## config.mk

```make
export PLATFORM = sky130hd
export DESIGN_NAME = wake_edge_ctrl
export DESIGN_NICKNAME = d
export VERILOG_FILES = /design/src/rtl/wk_pkg.sv /design/src/rtl/wk_sync.sv /design/src/rtl/wk_edge_fsm.sv /design/src/rtl/wk_regs.sv /design/src/rtl/wk_route.sv /design/src/rtl/wake_edge_ctrl.sv
export SDC_FILE = /design/constraint.sdc
export NUM_CORES = 1
export LEC_CHECK = 0
export ABC_CLOCK_PERIOD_IN_PS = 2600
export BUFFER_PORTS_ARGS = -buffer_cell sky130_fd_sc_hd__buf_4
export CORE_MARGIN = 10
export CORE_UTILIZATION = 55
export DETAILED_ROUTE_END_ITERATION = 8
export GPL_ROUTABILITY_DRIVEN = 0
export GPL_TIMING_DRIVEN = 1
export MAX_ROUTING_LAYER = met4
export PLACE_DENSITY = 0.75
export RECOVER_POWER = 100
export REMOVE_ABC_BUFFERS = 1
export SYNTH_ARGS = -nofsm -noshare
export SYNTH_HDL_FRONTEND = slang
export SYNTH_SLANG_ARGS = --single-unit
export TNS_END_PERCENT = 100
```

## constraint.sdc

```tcl
create_clock -name clk -period 2.6 [get_ports clk]
set_clock_uncertainty 0.2 [all_clocks]
set_input_delay 0.39 -clock clk [delete_from_list [all_inputs] [get_ports clk]]
set_output_delay 0.39 -clock clk [all_outputs]
set_load 0.03 [all_outputs]
```

## src/rtl/wk_pkg.sv

```systemverilog
package wk_pkg;
    typedef enum logic [0:0] {
        LVL_LOW  = 1'b0,
        LVL_HIGH = 1'b1
    } lvl_state_t;

    localparam int ADDR_EN    = 0;
    localparam int ADDR_POL   = 1;
    localparam int ADDR_PEND  = 2;
    localparam int ROUTE_BASE = 3;
endpackage

```

## src/rtl/wk_sync.sv

```systemverilog
module wk_sync #(
    parameter int WIDTH = 16
) (
    input  logic             clk,
    input  logic             rst_n,
    input  logic [WIDTH-1:0] async_i,
    output logic [WIDTH-1:0] sync_o
);
    logic [WIDTH-1:0] meta_q;
    logic [WIDTH-1:0] sync_q;

    always_ff @(posedge clk or negedge rst_n) begin
        if (!rst_n) begin
            meta_q <= '0;
            sync_q <= '0;
        end else begin
            meta_q <= async_i;
            sync_q <= meta_q;
        end
    end

    assign sync_o = sync_q;
endmodule

```

## src/rtl/wk_edge_fsm.sv

```systemverilog
module wk_edge_fsm
    import wk_pkg::*;
#(
    parameter int NUM_CH = 16
) (
    input  logic              clk,
    input  logic              rst_n,
    input  logic [NUM_CH-1:0] lvl_i,
    output logic [NUM_CH-1:0] rise_o,
    output logic [NUM_CH-1:0] fall_o
);
    for (genvar i = 0; i < NUM_CH; i++) begin : g_ch
        lvl_state_t st_q, st_d;
        logic       rise, fall;

        always_ff @(posedge clk or negedge rst_n) begin
            if (!rst_n) st_q <= LVL_LOW;
            else        st_q <= st_d;
        end

        always_comb begin
            st_d = st_q;
            unique case (st_q)
                LVL_LOW:  if (lvl_i[i])  st_d = LVL_HIGH;
                LVL_HIGH: if (!lvl_i[i]) st_d = LVL_LOW;
                default:  st_d = LVL_LOW;
            endcase
        end

        always_comb begin
            rise = 1'b0;
            fall = 1'b0;
            unique case (st_q)
                LVL_LOW:  rise = lvl_i[i];
                LVL_HIGH: fall = !lvl_i[i];
                default:  ;
            endcase
        end

        assign rise_o[i] = rise;
        assign fall_o[i] = fall;
    end
endmodule

```

## src/rtl/wk_regs.sv

```systemverilog
module wk_regs
    import wk_pkg::*;
#(
    parameter int NUM_CH = 16,
    parameter int SEL_W  = 2,
    parameter int ADDR_W = 3
) (
    input  logic                     clk,
    input  logic                     rst_n,
    input  logic [NUM_CH-1:0]        rise_i,
    input  logic [NUM_CH-1:0]        fall_i,
    input  logic                     we_i,
    input  logic [ADDR_W-1:0]        addr_i,
    input  logic [NUM_CH-1:0]        wdata_i,
    output logic [NUM_CH-1:0]        rdata_o,
    output logic [NUM_CH-1:0]        en_o,
    output logic [NUM_CH-1:0]        pend_o,
    output logic [NUM_CH*SEL_W-1:0]  route_o,
    output logic [NUM_CH-1:0]        qual_o
);
    localparam int ROUTE_BITS = NUM_CH * SEL_W;

    logic [NUM_CH-1:0]     en_q, pol_q, pend_q;
    logic [ROUTE_BITS-1:0] route_q;
    logic [NUM_CH-1:0]     clr;

    assign qual_o = en_q & ((rise_i & ~pol_q) | (fall_i & pol_q));
    assign clr    = (we_i && addr_i == ADDR_W'(ADDR_PEND)) ? wdata_i : '0;

    always_ff @(posedge clk or negedge rst_n) begin
        if (!rst_n) begin
            en_q    <= '0;
            pol_q   <= '0;
            route_q <= '0;
            pend_q  <= '0;
        end else begin
            pend_q <= (pend_q & ~clr) | qual_o;
            if (we_i) begin
                if (addr_i == ADDR_W'(ADDR_EN))  en_q  <= wdata_i;
                if (addr_i == ADDR_W'(ADDR_POL)) pol_q <= wdata_i;
                for (int j = 0; j < SEL_W; j++) begin
                    if (addr_i == ADDR_W'(ROUTE_BASE + j))
                        route_q[j*NUM_CH +: NUM_CH] <= wdata_i;
                end
            end
        end
    end

    always_comb begin
        rdata_o = '0;
        if (addr_i == ADDR_W'(ADDR_EN))   rdata_o = en_q;
        if (addr_i == ADDR_W'(ADDR_POL))  rdata_o = pol_q;
        if (addr_i == ADDR_W'(ADDR_PEND)) rdata_o = pend_q;
        for (int j = 0; j < SEL_W; j++) begin
            if (addr_i == ADDR_W'(ROUTE_BASE + j))
                rdata_o = route_q[j*NUM_CH +: NUM_CH];
        end
    end

    assign en_o    = en_q;
    assign pend_o  = pend_q;
    assign route_o = route_q;
endmodule

```

## src/rtl/wk_route.sv

```systemverilog
module wk_route #(
    parameter int NUM_CH  = 16,
    parameter int NUM_OUT = 4,
    parameter int SEL_W   = 2
) (
    input  logic [NUM_CH-1:0]       en_i,
    input  logic [NUM_CH-1:0]       pend_i,
    input  logic [NUM_CH*SEL_W-1:0] route_i,
    output logic [NUM_OUT-1:0]      irq_o,
    output logic                    wake_o
);
    logic [NUM_CH-1:0] active;
    assign active = en_i & pend_i;

    for (genvar k = 0; k < NUM_OUT; k++) begin : g_out
        logic [NUM_CH-1:0] hit;
        for (genvar i = 0; i < NUM_CH; i++) begin : g_ch
            assign hit[i] = active[i] && (route_i[i*SEL_W +: SEL_W] == SEL_W'(k));
        end
        assign irq_o[k] = |hit;
    end

    assign wake_o = |active;
endmodule

```

## src/rtl/wake_edge_ctrl.sv

```systemverilog
module wake_edge_ctrl #(
    parameter int NUM_CH  = 16,
    parameter int NUM_OUT = 4,
    parameter int ADDR_W  = 3
) (
    input  logic               clk,
    input  logic               rst_n,
    input  logic [NUM_CH-1:0]  evt_in,
    input  logic               reg_we,
    input  logic [ADDR_W-1:0]  reg_addr,
    input  logic [NUM_CH-1:0]  reg_wdata,
    output logic [NUM_CH-1:0]  reg_rdata,
    output logic [NUM_OUT-1:0] irq_out,
    output logic               wake_req
);
    localparam int SEL_W = $clog2(NUM_OUT);

    logic [NUM_CH-1:0]       sync_w, rise_w, fall_w;
    logic [NUM_CH-1:0]       en_w, pend_w, qual_w;
    logic [NUM_CH*SEL_W-1:0] route_w;

    wk_sync #(.WIDTH(NUM_CH)) i_sync (
        .clk(clk), .rst_n(rst_n), .async_i(evt_in), .sync_o(sync_w)
    );

    wk_edge_fsm #(.NUM_CH(NUM_CH)) i_edge (
        .clk(clk), .rst_n(rst_n), .lvl_i(sync_w), .rise_o(rise_w), .fall_o(fall_w)
    );

    wk_regs #(.NUM_CH(NUM_CH), .SEL_W(SEL_W), .ADDR_W(ADDR_W)) i_regs (
        .clk(clk), .rst_n(rst_n), .rise_i(rise_w), .fall_i(fall_w),
        .we_i(reg_we), .addr_i(reg_addr), .wdata_i(reg_wdata), .rdata_o(reg_rdata),
        .en_o(en_w), .pend_o(pend_w), .route_o(route_w), .qual_o(qual_w)
    );

    wk_route #(.NUM_CH(NUM_CH), .NUM_OUT(NUM_OUT), .SEL_W(SEL_W)) i_route (
        .en_i(en_w), .pend_i(pend_w), .route_i(route_w), .irq_o(irq_out), .wake_o(wake_req)
    );
endmodule

```

==> results of run 1 <==
[logic make-up (layout without fill, tap and decap cells)]
| logic type | count (synthesis) | count (layout) | share of synthesized area |
|---|---|---|---|
| muxes | 92 | 92 | 0.187 |
| and+or+nand+nor | 169 | 169 | 0.157 |
| buffers and inverters | 26 | 153 | 0.0296 |
| AOI/OAI and AO/OA | 78 | 78 | 0.0862 |
| DFF | 128 | 128 | 0.541 |
[stage by stage]
stage | utilization | setup WS (ns) | cell area (um^2) | hold slack [ns] | total power [W]
floorplan | - | 0.604 | 5780 | -0.106 | 0.00367
global placement | 0.626 | 0.440 | 6520 | 0.132 | 0.00425
detailed placement | 0.626 | 0.430 | 6520 | 0.135 | 0.00431
CTS | 0.719 | -0.0103 | 7490 | 0.143 | 0.00689
global route | 0.726 | -0.0654 | 7570 | 0.154 | 0.00728
finish | 0.726 | 0.00922 | 7570 | 0.142 | 0.00698
[registers in the layout, summed over array words and instances (netlist names)]
register          flops
i_sync.meta_q        16
i_regs.pol_q         16
i_edge.g_ch.st_q     16
i_regs.route_o       32
i_sync.sync_o        16
i_regs.pend_o        16
i_regs.en_o          16
[cell usage after synthesis]
cell type    n  area [um^2]
clkbuf_1     1         3.75
nand3_4      1         17.5
buf_6        7         78.8
nand3_1     16         80.1
o32ai_1      2         17.5
o221ai_1     1         8.76
nand2_1     36          135
and2b_1      1         7.51
and2_1       1         6.26
a21oi_1     13         65.1
nor3_1      16         80.1
nand4_1     22          138
a22o_1      16          140
o21ai_0     20          100
nor4_1       4         25.0
buf_4        5         37.5
nor3b_1      4         30.0
mux2_4      18          270
inv_1        8         30.0
nor2_4       2         22.5
and3b_1      1         8.76
nor2b_2      1         8.76
buf_2        5         25.0
nor2_1      25         93.8
a2111oi_0    1         8.76
or4_1        1         7.51
a211oi_1     3         22.5
mux2_2      35          394
a221oi_1     3         26.3
mux4_2       3         67.6
nand3b_1    16          120
o22a_1       1         8.76
o22ai_1     18          113
dfrtp_1    128         3200
nand4b_1     4         35.0
mux2i_1     26          260
nand2b_1    17          106
mux2_1      10          113
and3_1       1         6.26
[routing by layer]
metal,part of all wire,vias up,GRT usage
met1,0.41,2260,0.262
li1,-,2062,-
met3,0.083,53,0.0552
met2,0.48,227,0.333
met4,0.036,0,0.0961
met5,0,-,-
[repair_timing]
item | 4_1_cts | 5_1_grt
pin swaps | 3 | 11
setup buffers | 1 | 8
endpoints found under the setup margin | 3 | 4
gates resized for setup | 8 | 26
endpoints found under the hold margin | 152 | 0
hold buffers | 33 | 0
[worst reg2reg max path: cells and delay by family (launching register included)]
kind / cells / cell delay (ns)
AO/OA/AOI/OAI: 2 / 0.39
AND/OR/NAND/NOR: 1 / 0.15
flip-flops: 1 / 0.40
[power by group]
part	internal [W]	switching (W)
Combinational	0.000841	0.000828
Clock	0.00165	0.000804
Sequential	0.00234	0.000510
[worst max path at each step]
stage	start	endpoint	slack (ns)
6_report	i_regs.pend_o[5]$_DFF_PN0_	irq_out[0]	0.009
5_1_grt	i_regs.en_o[11]$_DFFE_PN0P_	irq_out[0]	-0.07
4_1_cts	i_regs.en_o[5]$_DFFE_PN0P_	irq_out[3]	-0.01
3_5_place_dp	reg_addr[2]	reg_rdata[15]	0.43
3_3_place_gp	reg_addr[1]	reg_rdata[15]	0.44
2_1_floorplan	reg_addr[0]	reg_rdata[0]	0.60
[cell type report]
type,count,area [um^2],area share
Clock buffer,26,488,0.0645
Multi-Input combinational cell,339,2580,0.341
Timing Repair Buffer,114,950,0.125
Inverter,8,30.0,0.00397
Clock inverter,5,125,0.0165
Tap cell,136,170,0.0225
Sequential cell,128,3220,0.426
==> flow_summary.ini, run 1 <==
[grt]
grt_pass1_vias = 4693
grt_pass1_wl_um = 24700
grt_max_degree = 60
grt_antenna_before_repair = 0
overflow = 0
grtUsageTotal = 0.215

[worst_setup_path]
r2r_cells = 3
cp_slowest_cell = dfrtp_1
crit_chain = nand2_2 > nor3_1 > nor4_2 > nand4_1 > buf_6
path_delay_family = simple AND/OR/NAND/NOR gates
cp.required_ns = 2.01
critPathBufInv = 1
critical_path_class = reg2out
slowest_delay_ns = 0.42
crit_path_start_kind = flip-flop
path_depth = 5
worstReg2RegEnd = i_regs.pend_o[12]$_DFF_PN0_
reg2reg_from = i_regs.pol_q[12]$_DFFE_PN0P_
crit_path_end_kind = primary output
cp_max_fo = 4
cp.arrival_ns = 2.00
ff2ff_setup_slack_ns = 1.39

[synthesis]
synth_cell_types = 39
synth_cells = 493
synth_seq_cells = 128
synth_area_mm2 = 0.00592
synth_seq_area_share = 0.541
ys_warn_count = 0
avgSynthCellArea_um2 = 12.0

[clock_tree]
clkTransAtPathRegs_ns = 0.06
cts_root_buffer = clkbuf_8
cts_buffer_depth = 2
clk_latency_ns = 0.52
cts_made_buffers = 17
clock_sinks = 128
htreeDepth = 4
cts_tree = yes

[die]
die-area_mm2 = 0.0153
initial_core_util = 0.569
die_w_um = 124
core_mm2 = 0.0104
die_height_um = 124
num_rows = 37
ioPinCount = 59

[layout]
final_cell_mix = dfrtp_1, buf_4, mux2_2, dlygate4sd3_1, nand2_1
fillerInstances = 708
final_common_cell = dfrtp_1
area_growth_pct = 27.8
final_layout_size_suffix_gt1_frac = 0.306
final_nets = 646
diodes = 0
fin_cells = 756

[placed_design]
hpwlAfterDp_um = 10400
dpl.cell_count = 683
buffer_ports.inserted = 58

[sta]
tns_ns = 0
maxSlewHeadroom = 0.0156
hold_viol_final = 0
period_share = 0.996
fmax_mhz = 386
rsz0062_at_grt = true
slew_viol_final = 0
finalSetupViolCount = 0
period_needed_ns = 2.59
tightest_slew_ns = 1.48

[power_and_ir_drop]
p_leak_nw = 3.31
ir_drop_v = 0.000785
cellPowerDensity_mw_per_mm2 = 923

[worst_hold_path]
hold_end = i_sync.sync_o[14]$_DFF_PN0_
hp-start = i_sync.meta_q[14]$_DFF_PN0_
worstHoldPathCells = 0
hp-class = reg2reg

[status]
status = completed

[drt]
routed-via-count = 4602
drt_iter0_drc = 454
drc = 0
via_per_inst = 6.09
ant_nets = 0
wl_per_cell_um = 20.5
wirelength_um = 15500
drtPass1Iterations = 6

[job]
maxCapViolCount = 0
(Power assumes the default switching activity.)
==> run 2: changes to the inputs <==
--- a/config.mk
+++ b/config.mk
@@ -5,8 +5,8 @@
 export SDC_FILE = /design/constraint.sdc
 export NUM_CORES = 1
 export LEC_CHECK = 0
-export ABC_CLOCK_PERIOD_IN_PS = 2600
-export BUFFER_PORTS_ARGS = -buffer_cell sky130_fd_sc_hd__buf_4
+export ABC_CLOCK_PERIOD_IN_PS = 3200
+export BUFFER_PORTS_ARGS = -buffer_cell sky130_fd_sc_hd__buf_2
 export CORE_MARGIN = 10
 export CORE_UTILIZATION = 55
 export DETAILED_ROUTE_END_ITERATION = 8
==> constraint.sdc (replaced) <==
create_clock -name clk -period 3.2 [get_ports clk]
set_clock_uncertainty 0.2 [all_clocks]
set_input_delay 0.48 -clock clk [delete_from_list [all_inputs] [get_ports clk]]
set_output_delay 0.48 -clock clk [all_outputs]
set_load 0.03 [all_outputs]
==> run 2 against run 1 <==
Against the previous run:
- utilization decreased by 6.5 points
- clock power shrank 30%
- flip-flop and latch count unchanged
- non-clock buffer count down 28
- count of clock-buffer cells in the layout decreased by 3
- wire length is 3.3% lower
- final area decreased by 8.9%
- critical path type unchanged
- largest power group unchanged
==> flow_summary.ini, run 2 (synthesized netlist as in run 1, its figures left out) <==
[job]
maxCapViolCount = 0

[layout]
final_common_cell = dfrtp_1
final_cell_mix = dfrtp_1, nand2_1, buf_2, mux2_2, clkbuf_1
diodes = 0
final_nets = 618
area_growth_pct = 16.4
final_layout_size_suffix_gt1_frac = 0.193
largest_reg_flops = 32

[clock_tree]
cts_tree = yes
cts_made_buffers = 17
htreeDepth = 4
clk_latency_ns = 0.54
cts_buffer_depth = 2
cts_root_buffer = clkbuf_8
clkTransAtPathRegs_ns = 0.06
clock_sinks = 128

[grt]
grtUsageTotal = 0.213
grt_pass1_vias = 4625
grtUsageMet3 = 0.0561
grt.busiest_layer = met2
grt_pass1_wl_um = 24100
met2_usage = 0.322
grt_max_degree = 61
grtUsageMet1 = 0.258
grt_antenna_before_repair = 0
overflow = 0

[die]
core_mm2 = 0.0104
die_height_um = 124
die_w_um = 124
initial_core_util = 0.569
num_rows = 37
die-area_mm2 = 0.0153
ioPinCount = 59

[worst_setup_path]
cp_slowest_cell = or4_1
cp_max_fo = 5
crit_path_start_kind = flip-flop
cp.arrival_ns = 2.26
slowest_delay_ns = 0.55
critical_path_class = reg2out
crit_chain = nand3_1 > o22a_1 > o221ai_1 > or4_1 > clkbuf_1
cp.required_ns = 2.52
crit_path_end_kind = primary output

[drt]
wirelength_um = 15000
drt_iter0_drc = 356
drtPass1Iterations = 5
drc = 0
via_per_inst = 6.11
wl_per_cell_um = 20.6
routed-via-count = 4440
ant_nets = 0

[power_and_ir_drop]
power_w = 0.00512
p_leak_nw = 2.99
ir_drop_v = 0.000527
cellPowerDensity_mw_per_mm2 = 743

[sta]
maxSlewHeadroom = 0.0373
fmax_mhz = 340
finalSetupViolCount = 0
period_needed_ns = 2.94
slew_viol_final = 0
hold_viol_final = 0
period_share = 0.919
tightest_slew_ns = 1.44
tns_ns = 0
rsz0062_at_grt = false

[placed_design]
hpwlAfterDp_um = 10400
buffer_ports.inserted = 58

[worst_hold_path]
hp-class = in2reg

[status]
status = completed
==> run 2: final timing paths <==
| check | from | endpoint | slack, ns | cells after the start |
|---|---|---|---|---|
| hold / removal | reg_wdata[14] | i_regs.pol_q[14]$_DFFE_PN0P_ | 0.01 | 2 |
| hold reg to reg | i_sync.meta_q[4]$_DFF_PN0_ | i_sync.sync_o[4]$_DFF_PN0_ | 0.15 | 0 |
| max in group asynchronous | rst_n | i_regs.pol_q[7]$_DFFE_PN0P_ | 0.64 | 3 |
| setup reg to reg | i_regs.pol_q[2]$_DFFE_PN0P_ | i_regs.pend_o[2]$_DFF_PN0_ | 1.97 | 3 |
| setup / recovery | i_regs.route_o[11]$_DFFE_PN0P_ | irq_out[3] | 0.26 | 5 |
| min in group asynchronous | rst_n | i_sync.sync_o[6]$_DFF_PN0_ | 0.63 | 2 |
==> run 2: critical path, delay by kind of cell, from the launching register on <==
family          cells  cell delay (ns)
buf+inv             1             0.25
flops               1             0.45
compound gates      2             0.30
simple gates        2             0.73
==> run 2: power by group <==
| group | total, W | switching, W | internal, W |
|---|---|---|---|
| clock | 0.00171 | 0.000660 | 0.00105 |
| sequential | 0.00230 | 0.000409 | 0.00190 |
| combinational | 0.00110 | 0.000615 | 0.000488 |
==> run 2: repair_timing <==
action	CTS	global route
gates resized for setup	0	0
hold buffers	17	0
endpoints found under the setup margin	0	0
buffers inserted	0	0
hold endpoints to repair	74	0
==> run 2: cell type report <==
type	count	area, um^2
fill	843	3530
sequential	128	3200
multi-input combinational	339	2470
timing repair buffer	86	498
clock buffer	23	457
tap	136	170
clock inverter	7	62.6
inverter	8	30.0
==> run 2: routing by layer <==
layer / up-vias / part of all wire
met3: 41 / 0.072
met2: 180 / 0.46
li1: 2004 / -
met5: - / 0
met1: 2215 / 0.43
met4: 0 / 0.031
==> run 2: stage by stage <==
stage	setup WS [ns]	area [um^2]	utilization	instances	hold WS, ns
after floorplan	1.02	5780	-	475	-0.0156
after global placement	0.654	6340	0.609	680	0.131
after detailed placement	0.560	6340	0.609	680	0.135
after CTS	0.315	7030	0.675	727	0.0100
after global routing	0.193	6890	0.662	727	0.0311
final	0.259	6890	0.662	727	0.0139
==> run 3: changes to the inputs <==
--- a/config.mk
+++ b/config.mk
@@ -7,6 +7,7 @@
 export LEC_CHECK = 0
 export ABC_CLOCK_PERIOD_IN_PS = 3200
 export BUFFER_PORTS_ARGS = -buffer_cell sky130_fd_sc_hd__buf_2
+export CORE_ASPECT_RATIO = 1.4
 export CORE_MARGIN = 10
 export CORE_UTILIZATION = 55
 export DETAILED_ROUTE_END_ITERATION = 8
==> run 3 against run 2 <==
Against the previous run:
- combinational power is essentially flat
- utilization up 0.64 points
- final cell count grew 0.41%
- final area grew 1.4%
- global-route usage shrank 0.83 points
- largest cell class unchanged
==> flow_summary.ini, run 3 (synthesized netlist as in run 1, its figures left out) <==
[status]
status = completed

[placed_design]
hpwlAfterDp_um = 10300
dpl.cell_count = 682
buffer_ports.inserted = 58

[layout]
final_nets = 618
fin_cells = 730
multiInputGateArea_mm2 = 0.00247
fillerInstances = 832
seqCellArea_mm2 = 0.00320
area_growth_pct = 18.0
largest_reg_flops = 32
final_common_cell = dfrtp_1
final_layout_size_suffix_gt1_frac = 0.199
diodes = 0
final_cell_mix = dfrtp_1, nand2_1, buf_2, mux2_2

[power_and_ir_drop]
p_sw_w = 0.00168
p_seq_frac = 0.431
switching_share = 0.316
power_w = 0.00532
intPower_w = 0.00364
p_leak_nw = 3.03
ir_drop_v = 0.000414
power_frac_comb = 0.206
cellPowerDensity_mw_per_mm2 = 761
clkPwrFrac = 0.363

[drt]
drt_iter0_drc = 266
via_per_inst = 6.15
ant_nets = 0
wl_per_cell_um = 20.3
drc = 0
routed-via-count = 4489
wirelength_um = 14800
drtPass1Iterations = 5

[worst_setup_path]
critical_path_class = reg2out
cp_max_fo = 5
crit_path_end_kind = primary output
cp.required_ns = 2.52
crit_path_start_kind = flip-flop
cp.arrival_ns = 2.07

[sta]
hold_viol_final = 0
slew_viol_final = 0
tns_ns = 0
maxSlewHeadroom = 0.183
tightest_slew_ns = 1.22
period_needed_ns = 2.75
fmax_mhz = 364
finalSetupViolCount = 0
period_share = 0.859
rsz0062_at_grt = false

[die]
die_w_um = 108
ioPinCount = 59
die-area_mm2 = 0.0154
initial_core_util = 0.566
core_mm2 = 0.0105
die_height_um = 143
num_rows = 44

[clock_tree]
cts_root_buffer = clkbuf_16
clock_sinks = 128
cts_made_buffers = 17
ctsResizeCount = 0
cts_buffer_depth = 2
cts_tree = yes
clkTransAtPathRegs_ns = 0.06
clk_latency_ns = 0.41
htreeDepth = 4

[grt]
grt_antenna_before_repair = 0
grt_pass1_wl_um = 24000
overflow = 0
grt_max_degree = 81
grt_pass1_vias = 4643
grtUsageTotal = 0.204

[worst_hold_path]
hp-class = reg2reg

[job]
maxCapViolCount = 0
## run 3: path summary, 6_finish.rpt
path / slack, ns / endpoint / start / cells past startpoint
worst min register to register: 0.15 / i_sync.sync_o[8]$_DFF_PN0_ / i_sync.meta_q[8]$_DFF_PN0_ / 0
worst max register to register: 1.98 / i_regs.pend_o[8]$_DFF_PN0_ / i_regs.pol_q[8]$_DFFE_PN0P_ / 3
worst min-delay path: 0.15 / i_sync.sync_o[8]$_DFF_PN0_ / i_sync.meta_q[8]$_DFF_PN0_ / 0
worst max-delay path: 0.45 / irq_out[3] / i_regs.route_o[11]$_DFFE_PN0P_ / 5
max in group asynchronous: 1.14 / i_sync.meta_q[2]$_DFF_PN0_ / rst_n / 3
min in group asynchronous: 0.65 / i_sync.sync_o[14]$_DFF_PN0_ / rst_n / 2
## run 3: final cells by class
class,instances,area share
flip-flops and latches,128,0.458
clock buffers,20,0.0654
multi-input cells,339,0.354
inverters,8,0.00430
clock inverters,11,0.0199
well taps,138,0.0247
repair buffers,86,0.0736
## run 3: stage by stage
| stage | area [um^2] | utilization | worst slack (ns) | hold slack [ns] |
|---|---|---|---|---|
| after global placement | 6340 | 0.606 | 0.607 | 0.133 |
| after floorplan | 5780 | - | 1.02 | -0.0156 |
| after detailed placement | 6340 | 0.606 | 0.567 | 0.136 |
| after global routing | 6990 | 0.668 | 0.327 | 0.153 |
| final | 6990 | 0.668 | 0.451 | 0.147 |
| after CTS | 7110 | 0.679 | 0.491 | 0.149 |
## run 3: power by group through the flow
stage	clock, W	combinational [W]	sequential [W]
floorplan	0	0.000819	0.00217
global route	0.00204	0.00120	0.00233
detailed placement	0	0.00113	0.00230
global placement	0	0.00110	0.00228
CTS	0.00195	0.00115	0.00228
finish	0.00193	0.00110	0.00229
## run 3: critical path, stage by stage, from the launching register on
cell,delay [ns]
dfrtp_1,0.44
nand3_1,0.17
o22a_1,0.17
o221ai_1,0.11
or4_1,0.53
clkbuf_1,0.24
## run 3: metal layers
layer  vias up  global-route usage  wire length [um]
li1       2010                   -                 -
met1      2246               0.234              5940
met2       189               0.333              7430
met3        44              0.0523               980
met4         0              0.0860               475
met5         -                   -                 0
## run 3: what timing repair did
action	CTS	global route
setup buffers	0	0
endpoints found under the hold margin	64	0
hold buffers	17	0
